File: src/rtl/l2p_pkg.sv
package l2p_pkg;

    typedef enum logic [1:0] {
        UPD_IDLE = 2'd0,
        UPD_BIND = 2'd1,
        UPD_DROP = 2'd2
    } upd_kind_e;

    // Classify an update request: trims are always taken, binds need a grant.
    function automatic upd_kind_e classify_upd(logic vld, logic trim, logic gnt);
        if (!vld)       return UPD_IDLE;
        if (trim)       return UPD_DROP;
        if (gnt)        return UPD_BIND;
        return UPD_IDLE;
    endfunction

endpackage

File: src/rtl/l2p_table.sv
module l2p_table #(
    parameter int LBA_W = 6,
    parameter int PBA_W = 12,
    localparam int DEPTH = 1 << LBA_W
) (
    input  logic             clk,
    input  logic             rst,
    input  logic             wr_en,
    input  logic [LBA_W-1:0] wr_lba,
    input  logic             wr_set,
    input  logic [PBA_W-1:0] wr_pba,
    input  logic [LBA_W-1:0] ra_lba,
    output logic             ra_valid,
    output logic [PBA_W-1:0] ra_pba,
    input  logic [LBA_W-1:0] rb_lba,
    output logic             rb_valid,
    output logic [PBA_W-1:0] rb_pba
);

    logic [DEPTH-1:0] ent_vld;
    logic [PBA_W-1:0] ent_pba [DEPTH];

    for (genvar g = 0; g < DEPTH; g++) begin : g_ent
        logic hit;
        assign hit = wr_en && (wr_lba == LBA_W'(g));
        always_ff @(posedge clk) begin
            if (rst) begin
                ent_vld[g] <= 1'b0;
                ent_pba[g] <= '0;
            end else if (hit) begin
                ent_vld[g] <= wr_set;
                ent_pba[g] <= wr_set ? wr_pba : '0;
            end
        end
    end

    assign ra_valid = ent_vld[ra_lba];
    assign ra_pba   = ent_pba[ra_lba];
    assign rb_valid = ent_vld[rb_lba];
    assign rb_pba   = ent_pba[rb_lba];

endmodule

File: src/rtl/l2p_update.sv
module l2p_update
    import l2p_pkg::*;
#(
    parameter int LBA_W = 6,
    parameter int PBA_W = 12
) (
    input  logic             clk,
    input  logic             rst,
    input  logic             upd_valid,
    input  logic             upd_trim,
    input  logic             alloc_gnt,
    input  logic [PBA_W-1:0] alloc_pba,
    input  logic             old_valid,
    input  logic [PBA_W-1:0] old_pba,
    output logic             alloc_req,
    output logic             upd_ready,
    output upd_kind_e        kind,
    output logic             tbl_wr_en,
    output logic             tbl_wr_set,
    output logic [PBA_W-1:0] tbl_wr_pba,
    output logic             rel_valid,
    output logic [PBA_W-1:0] rel_pba
);

    assign kind       = classify_upd(upd_valid, upd_trim, alloc_gnt);
    assign alloc_req  = upd_valid && !upd_trim;
    assign upd_ready  = upd_trim || alloc_gnt;
    assign tbl_wr_en  = (kind != UPD_IDLE);
    assign tbl_wr_set = (kind == UPD_BIND);
    assign tbl_wr_pba = alloc_pba;

    always_ff @(posedge clk) begin
        if (rst) begin
            rel_valid <= 1'b0;
            rel_pba   <= '0;
        end else begin
            rel_valid <= tbl_wr_en && old_valid;
            rel_pba   <= (tbl_wr_en && old_valid) ? old_pba : '0;
        end
    end

endmodule

File: src/rtl/l2p_lookup.sv
module l2p_lookup
    import l2p_pkg::*;
#(
    parameter int LBA_W  = 6,
    parameter int PBA_W  = 12,
    parameter int FILL_W = 32
) (
    input  logic              clk,
    input  logic              rst,
    input  logic              cfg_zero_fill,
    input  logic [FILL_W-1:0] fill_seed,
    input  logic              lk_valid,
    input  logic [LBA_W-1:0]  lk_lba,
    input  logic              tbl_valid,
    input  logic [PBA_W-1:0]  tbl_pba,
    input  upd_kind_e         kind,
    input  logic [LBA_W-1:0]  upd_lba,
    input  logic [PBA_W-1:0]  new_pba,
    output logic [FILL_W-1:0] seed_q,
    output logic              rsp_valid,
    output logic              rsp_mapped,
    output logic [PBA_W-1:0]  rsp_pba,
    output logic [FILL_W-1:0] rsp_fill
);

    logic             same;
    logic             eff_valid;
    logic [PBA_W-1:0] eff_pba;

    assign same = (kind != UPD_IDLE) && (upd_lba == lk_lba);

    always_comb begin
        eff_valid = tbl_valid;
        eff_pba   = tbl_pba;
        if (same) begin
            eff_valid = (kind == UPD_BIND);
            eff_pba   = new_pba;
        end
    end

    always_ff @(posedge clk) begin
        if (rst) begin
            seed_q     <= fill_seed;
            rsp_valid  <= 1'b0;
            rsp_mapped <= 1'b0;
            rsp_pba    <= '0;
            rsp_fill   <= '0;
        end else begin
            rsp_valid  <= lk_valid;
            rsp_mapped <= eff_valid;
            rsp_pba    <= eff_valid ? eff_pba : '0;
            if (eff_valid || cfg_zero_fill) rsp_fill <= '0;
            else                            rsp_fill <= seed_q;
        end
    end

endmodule

File: src/rtl/l2p_map.sv
module l2p_map
    import l2p_pkg::*;
#(
    parameter int LBA_W  = 6,
    parameter int PBA_W  = 12,
    parameter int FILL_W = 32
) (
    input  logic              clk,
    input  logic              rst,
    input  logic              cfg_zero_fill,
    input  logic [FILL_W-1:0] fill_seed,
    input  logic              upd_valid,
    input  logic              upd_trim,
    input  logic [LBA_W-1:0]  upd_lba,
    output logic              upd_ready,
    output logic              alloc_req,
    input  logic              alloc_gnt,
    input  logic [PBA_W-1:0]  alloc_pba,
    output logic              rel_valid,
    output logic [PBA_W-1:0]  rel_pba,
    input  logic              lk_valid,
    input  logic [LBA_W-1:0]  lk_lba,
    output logic              rsp_valid,
    output logic              rsp_mapped,
    output logic [PBA_W-1:0]  rsp_pba,
    output logic [FILL_W-1:0] rsp_fill
);

    upd_kind_e        kind;
    logic             wr_en, wr_set;
    logic [PBA_W-1:0] wr_pba;
    logic             old_valid, lk_tbl_valid;
    logic [PBA_W-1:0] old_pba, lk_tbl_pba;
    logic [FILL_W-1:0] seed_q;

    l2p_table #(.LBA_W(LBA_W), .PBA_W(PBA_W)) u_table (
        .clk      (clk),
        .rst      (rst),
        .wr_en    (wr_en),
        .wr_lba   (upd_lba),
        .wr_set   (wr_set),
        .wr_pba   (wr_pba),
        .ra_lba   (upd_lba),
        .ra_valid (old_valid),
        .ra_pba   (old_pba),
        .rb_lba   (lk_lba),
        .rb_valid (lk_tbl_valid),
        .rb_pba   (lk_tbl_pba)
    );

    l2p_update #(.LBA_W(LBA_W), .PBA_W(PBA_W)) u_update (
        .clk        (clk),
        .rst        (rst),
        .upd_valid  (upd_valid),
        .upd_trim   (upd_trim),
        .alloc_gnt  (alloc_gnt),
        .alloc_pba  (alloc_pba),
        .old_valid  (old_valid),
        .old_pba    (old_pba),
        .alloc_req  (alloc_req),
        .upd_ready  (upd_ready),
        .kind       (kind),
        .tbl_wr_en  (wr_en),
        .tbl_wr_set (wr_set),
        .tbl_wr_pba (wr_pba),
        .rel_valid  (rel_valid),
        .rel_pba    (rel_pba)
    );

    l2p_lookup #(.LBA_W(LBA_W), .PBA_W(PBA_W), .FILL_W(FILL_W)) u_lookup (
        .clk           (clk),
        .rst           (rst),
        .cfg_zero_fill (cfg_zero_fill),
        .fill_seed     (fill_seed),
        .lk_valid      (lk_valid),
        .lk_lba        (lk_lba),
        .tbl_valid     (lk_tbl_valid),
        .tbl_pba       (lk_tbl_pba),
        .kind          (kind),
        .upd_lba       (upd_lba),
        .new_pba       (wr_pba),
        .seed_q        (seed_q),
        .rsp_valid     (rsp_valid),
        .rsp_mapped    (rsp_mapped),
        .rsp_pba       (rsp_pba),
        .rsp_fill      (rsp_fill)
    );

endmodule

File: config.mk
export PLATFORM = sky130hd
export DESIGN_NAME = l2p_map
export DESIGN_NICKNAME = d
export VERILOG_FILES = /design/src/rtl/l2p_pkg.sv /design/src/rtl/l2p_table.sv /design/src/rtl/l2p_update.sv /design/src/rtl/l2p_lookup.sv /design/src/rtl/l2p_map.sv
export SDC_FILE = /design/constraint.sdc
export NUM_CORES = 2
export LEC_CHECK = 0
export BUFFER_PORTS_ARGS = -buffer_cell sky130_fd_sc_hd__buf_2
export CORE_ASPECT_RATIO = 0.5
export CORE_UTILIZATION = 45
export DETAILED_ROUTE_END_ITERATION = 12
export GPL_TIMING_DRIVEN = 0
export HOLD_SLACK_MARGIN = 0.06
export SLEW_MARGIN = 0
export SYNTH_ARGS = -nofsm -noshare
export SYNTH_HDL_FRONTEND = slang
export SYNTH_HIERARCHICAL = 1
export SYNTH_SLANG_ARGS = --single-unit
File: constraint.sdc
create_clock -name clk -period 4.3 [get_ports clk]
set_input_delay 0.215 -clock clk [delete_from_list [all_inputs] [get_ports clk]]
set_output_delay 0.215 -clock clk [all_outputs]
set_load 0.005 [all_outputs]
==> flow_summary.yaml <==
detailed_routing:
  vias_per_cell: 6.75
  wl_per_cell_um: 39.9
  drt-initial-drc-count: 6157
  drt-total-wl_um: 204000
  drc_errors: 14
  dr.pass1.iters: 10
  routed-via-count: 34400
  antenna_left: 0
clock_tree:
  clock_sinks: 923
  cts_max_level: 3
  cts_buffer_depth: 3
  root_buffer: "clkbuf_16"
  cts_tree: "done"
  cts_inserted_buffers: 89
  clkLatencyLatePin_ns: 0.73
  clk_pin_slew_ns: 0.06
hold_path:
  min_path_cells: 4
  hp-class: "input pin to register"
global_routing:
  use_met2_pct: 53.2
  grt_pass1_vias: 32700
  grt_max_degree: 43
  grtUsageMet3_pct: 17.9
  grt_overflow: 0
  met1_usage_pct: 47.0
  antenna_found_initial: 9
  grt.total_usage_pct: 37.4
  grt.busiest_layer: "met2"
  grt_pass1_wl_um: 271000
synthesis:
  synth_cells: 3340
  synth_cell_types: 58
  syn-mean-instance-area_um2: 14.4
  synth_edf_count: 800
  ys_ff_latch: 923
  yosys_warnings: 6
  ys_seq_area_share_pct: 54.9
  async_reset_ff_share_pct: 0
  syn_nets: 3403
  syn_area_um2: 48200
  ys.flop_type: "edfxtp_1"
sta:
  skew_ns: 0.0295
  post-route-worst-setup-slack_ns: 0.0587
  hold_viol_final: 0
  rsz0062_at_grt: "false"
  fin_crit_ns: 4.24
  max_freq_ghz: 0.236
  tightest_slew_ns: 1.58
  min_period_over_period_pct: 98.6
  setup_viol: 0
  holdWs_ns: 0.175
  maxSlewHeadroom_pct: -5.50
  drv_slew: 30
floorplanning:
  ios: 124
  die-area_um2: 109000
  die_width_um: 465
  die_height_um: 233
  row_count: 84
  initial_core_util_pct: 45.6
  core_area_um2: 106000
worst_setup_path:
  arrival_ns: 4.79
  crit_type: "input pin to register"
  cp_max_fo: 10
  setup.worst_path.start_class: "input pin"
  cp.required_ns: 4.85
  rr_worst_depth: 8
  end_kind: "register"
layout:
  drive_gt1_share_pct: 22.8
  fin_cells: 5099
  finish.utilization_pct: 51.2
  n_fill_cell: 8936
  area_growth_pct: 12.2
  layout.nets: 3659
pwr:
  p_leak_nw: 18.8
  pwr_density_cell_nw_per_um2: 395
  ir_worst_vdd_mv: 0.295
status:
  violations: "design-rule violations, max-capacitance violations, max-slew violations"
  status: "finished, violations left"
place:
  place_inst: 4870
  post-dp-hpwl_um: 148000
  io_buffers: 111
  gp_congestion: 1.06
  dp_slack_ns: -0.910
job:
  drv_cap: 4
==> registers in the layout, indices dropped and copies added (netlist names) <==
signal,cells
u_lookup/rsp_fill,32
u_lookup/rsp_valid,1
u_lookup/rsp_pba,12
u_update/rel_pba,12
u_lookup/seed_q,32
u_update/rel_valid,1
u_table/ent_vld,64
u_lookup/rsp_mapped,1
u_table/ent_pba,768
==> critical path, stage by stage <==
cell      delay, ns
buf_2          0.11
buf_2          0.26
buf_2          0.53
clkbuf_1       0.92
mux4_2         0.39
o22ai_1        0.13
o21ai_0        0.22
o211ai_1       0.17
o31ai_1        0.12
clkbuf_2       0.41
nor2b_1        0.32
clkbuf_2       0.38
nand2_1        0.09
mux2i_1        0.52
==> synthesized netlist by cell type (9+ instances only) <==
master,instances,area (um^2)
edfxtp_1,800,24000
and2_1,771,4820
mux4_2,430,9680
clkbuf_1,220,826
nor2_1,147,552
dfxtp_1,123,2460
o22ai_1,98,613
mux2i_1,77,771
inv_1,67,251
a21o_1,64,480
nand2_1,64,240
o21ai_0,50,250
buf_2,48,240
buf_4,44,330
a22o_1,36,315
nor3b_1,33,248
a21oi_1,26,130
nor2b_1,23,144
a211oi_1,22,165
buf_1,21,78.8
buf_6,18,203
nand3_1,17,85.1
nor3_1,16,80.1
mux2_2,14,158
o221ai_1,14,123
nand2b_1,10,62.6
nor4b_2,9,135
==> per-layer routing <==
metal	vias to the layer above	wire [um]
met5	-	13
met4	2	13100
met3	578	34000
met2	2864	84200
met1	17800	72300
li1	13200	-
==> repair_timing <==
action | CTS | global route
cloned | 0 | 0
resized for setup | 1 | 12
hold endpoints to repair | 50 | 0
setup buffers | 0 | 0
endpoints found under the setup margin | 4 | 7
hold buffers | 51 | 0
==> kinds of logic (layout without fill, tap and decap cells) <==
logic type	count (synthesis)	after routing	share of synthesized area, %
and+or+nand+nor	1110	1110	13.5
DFF	923	923	54.9
muxes	525	525	22.2
buffers and inverters	421	753	4.12
AOI/OAI and AO/OA	355	355	5.05
xor gates and xnor gates	6	6	0.109
other	0	8	0
==> final cells by class <==
type / count / area, um^2 / area share, %
repair buffers: 165 / 1100 / 2.04
clock inverters: 48 / 512 / 0.946
inverters: 67 / 251 / 0.465
multi-input cells: 1996 / 19800 / 36.5
clock buffers: 119 / 2420 / 4.48
diodes: 8 / 20.0 / 0.0370
flip-flops and latches: 923 / 26500 / 49.0
well taps: 1419 / 1780 / 3.28
plain buffers: 354 / 1760 / 3.25
==> path summary, 6_finish.rpt <==
kind / slack [ns] / endpoint / start
worst max-delay path: 0.06 / u_lookup/rsp_pba[10] / lk_lba[1]
worst min-delay path: 0.18 / u_update/rel_valid / upd_trim
worst max register to register: 1.07 / u_lookup/rsp_pba[11] / u_table/ent_pba[0][11]
worst min register to register: 0.48 / u_lookup/rsp_fill[28] / u_lookup/seed_q[28]
==> where the power goes <==
group	leakage (nW)	switching [mW]	internal (mW)	total [mW]
logic	8.72	1.81	0.993	2.80
clock network	1.44	3.73	4.43	8.16
registers	8.61	0.246	10.2	10.4
==> per-stage QoR <==
stage                     total power, mW  TNS, ns  area, um^2
after floorplan                      11.9        0       48200
after global placement               13.2   -27.99       50500
after detailed placement             13.2   -18.37       50500
after CTS                            21.2        0       54000
after global routing                 21.8        0       54100
final                                21.4        0       54100
==> cells in the final DEF, fill, tap and decap left out, types with 6 or more instances in the layout <==
cell	n
nand2_1	63
bufinv_16	7
dfxtp_1	123
buf_1	19
a211oi_1	21
clkbuf_1	230
nor3_1	13
diode_2	8
a22o_1	36
clkinv_1	12
a21oi_1	26
o221ai_1	14
clkbuf_2	13
o31ai_1	8
edfxtp_1	800
buf_4	44
nor4b_2	9
mux4_2	430
inv_1	67
mux2i_1	77
mux2_2	14
clkinv_2	16
nand2b_1	10
nor2_1	147
o2111ai_1	7
nor2b_1	23
o211ai_1	7
buf_6	18
buf_2	160
dlygate4sd3_1	51
clkbuf_8	8
nand3_1	17
clkbuf_16	89
nor3b_1	33
and2_1	771
o22ai_1	98
o21ai_1	6
o21ai_0	50
a21o_1	64
(Power assumes the default switching activity.)
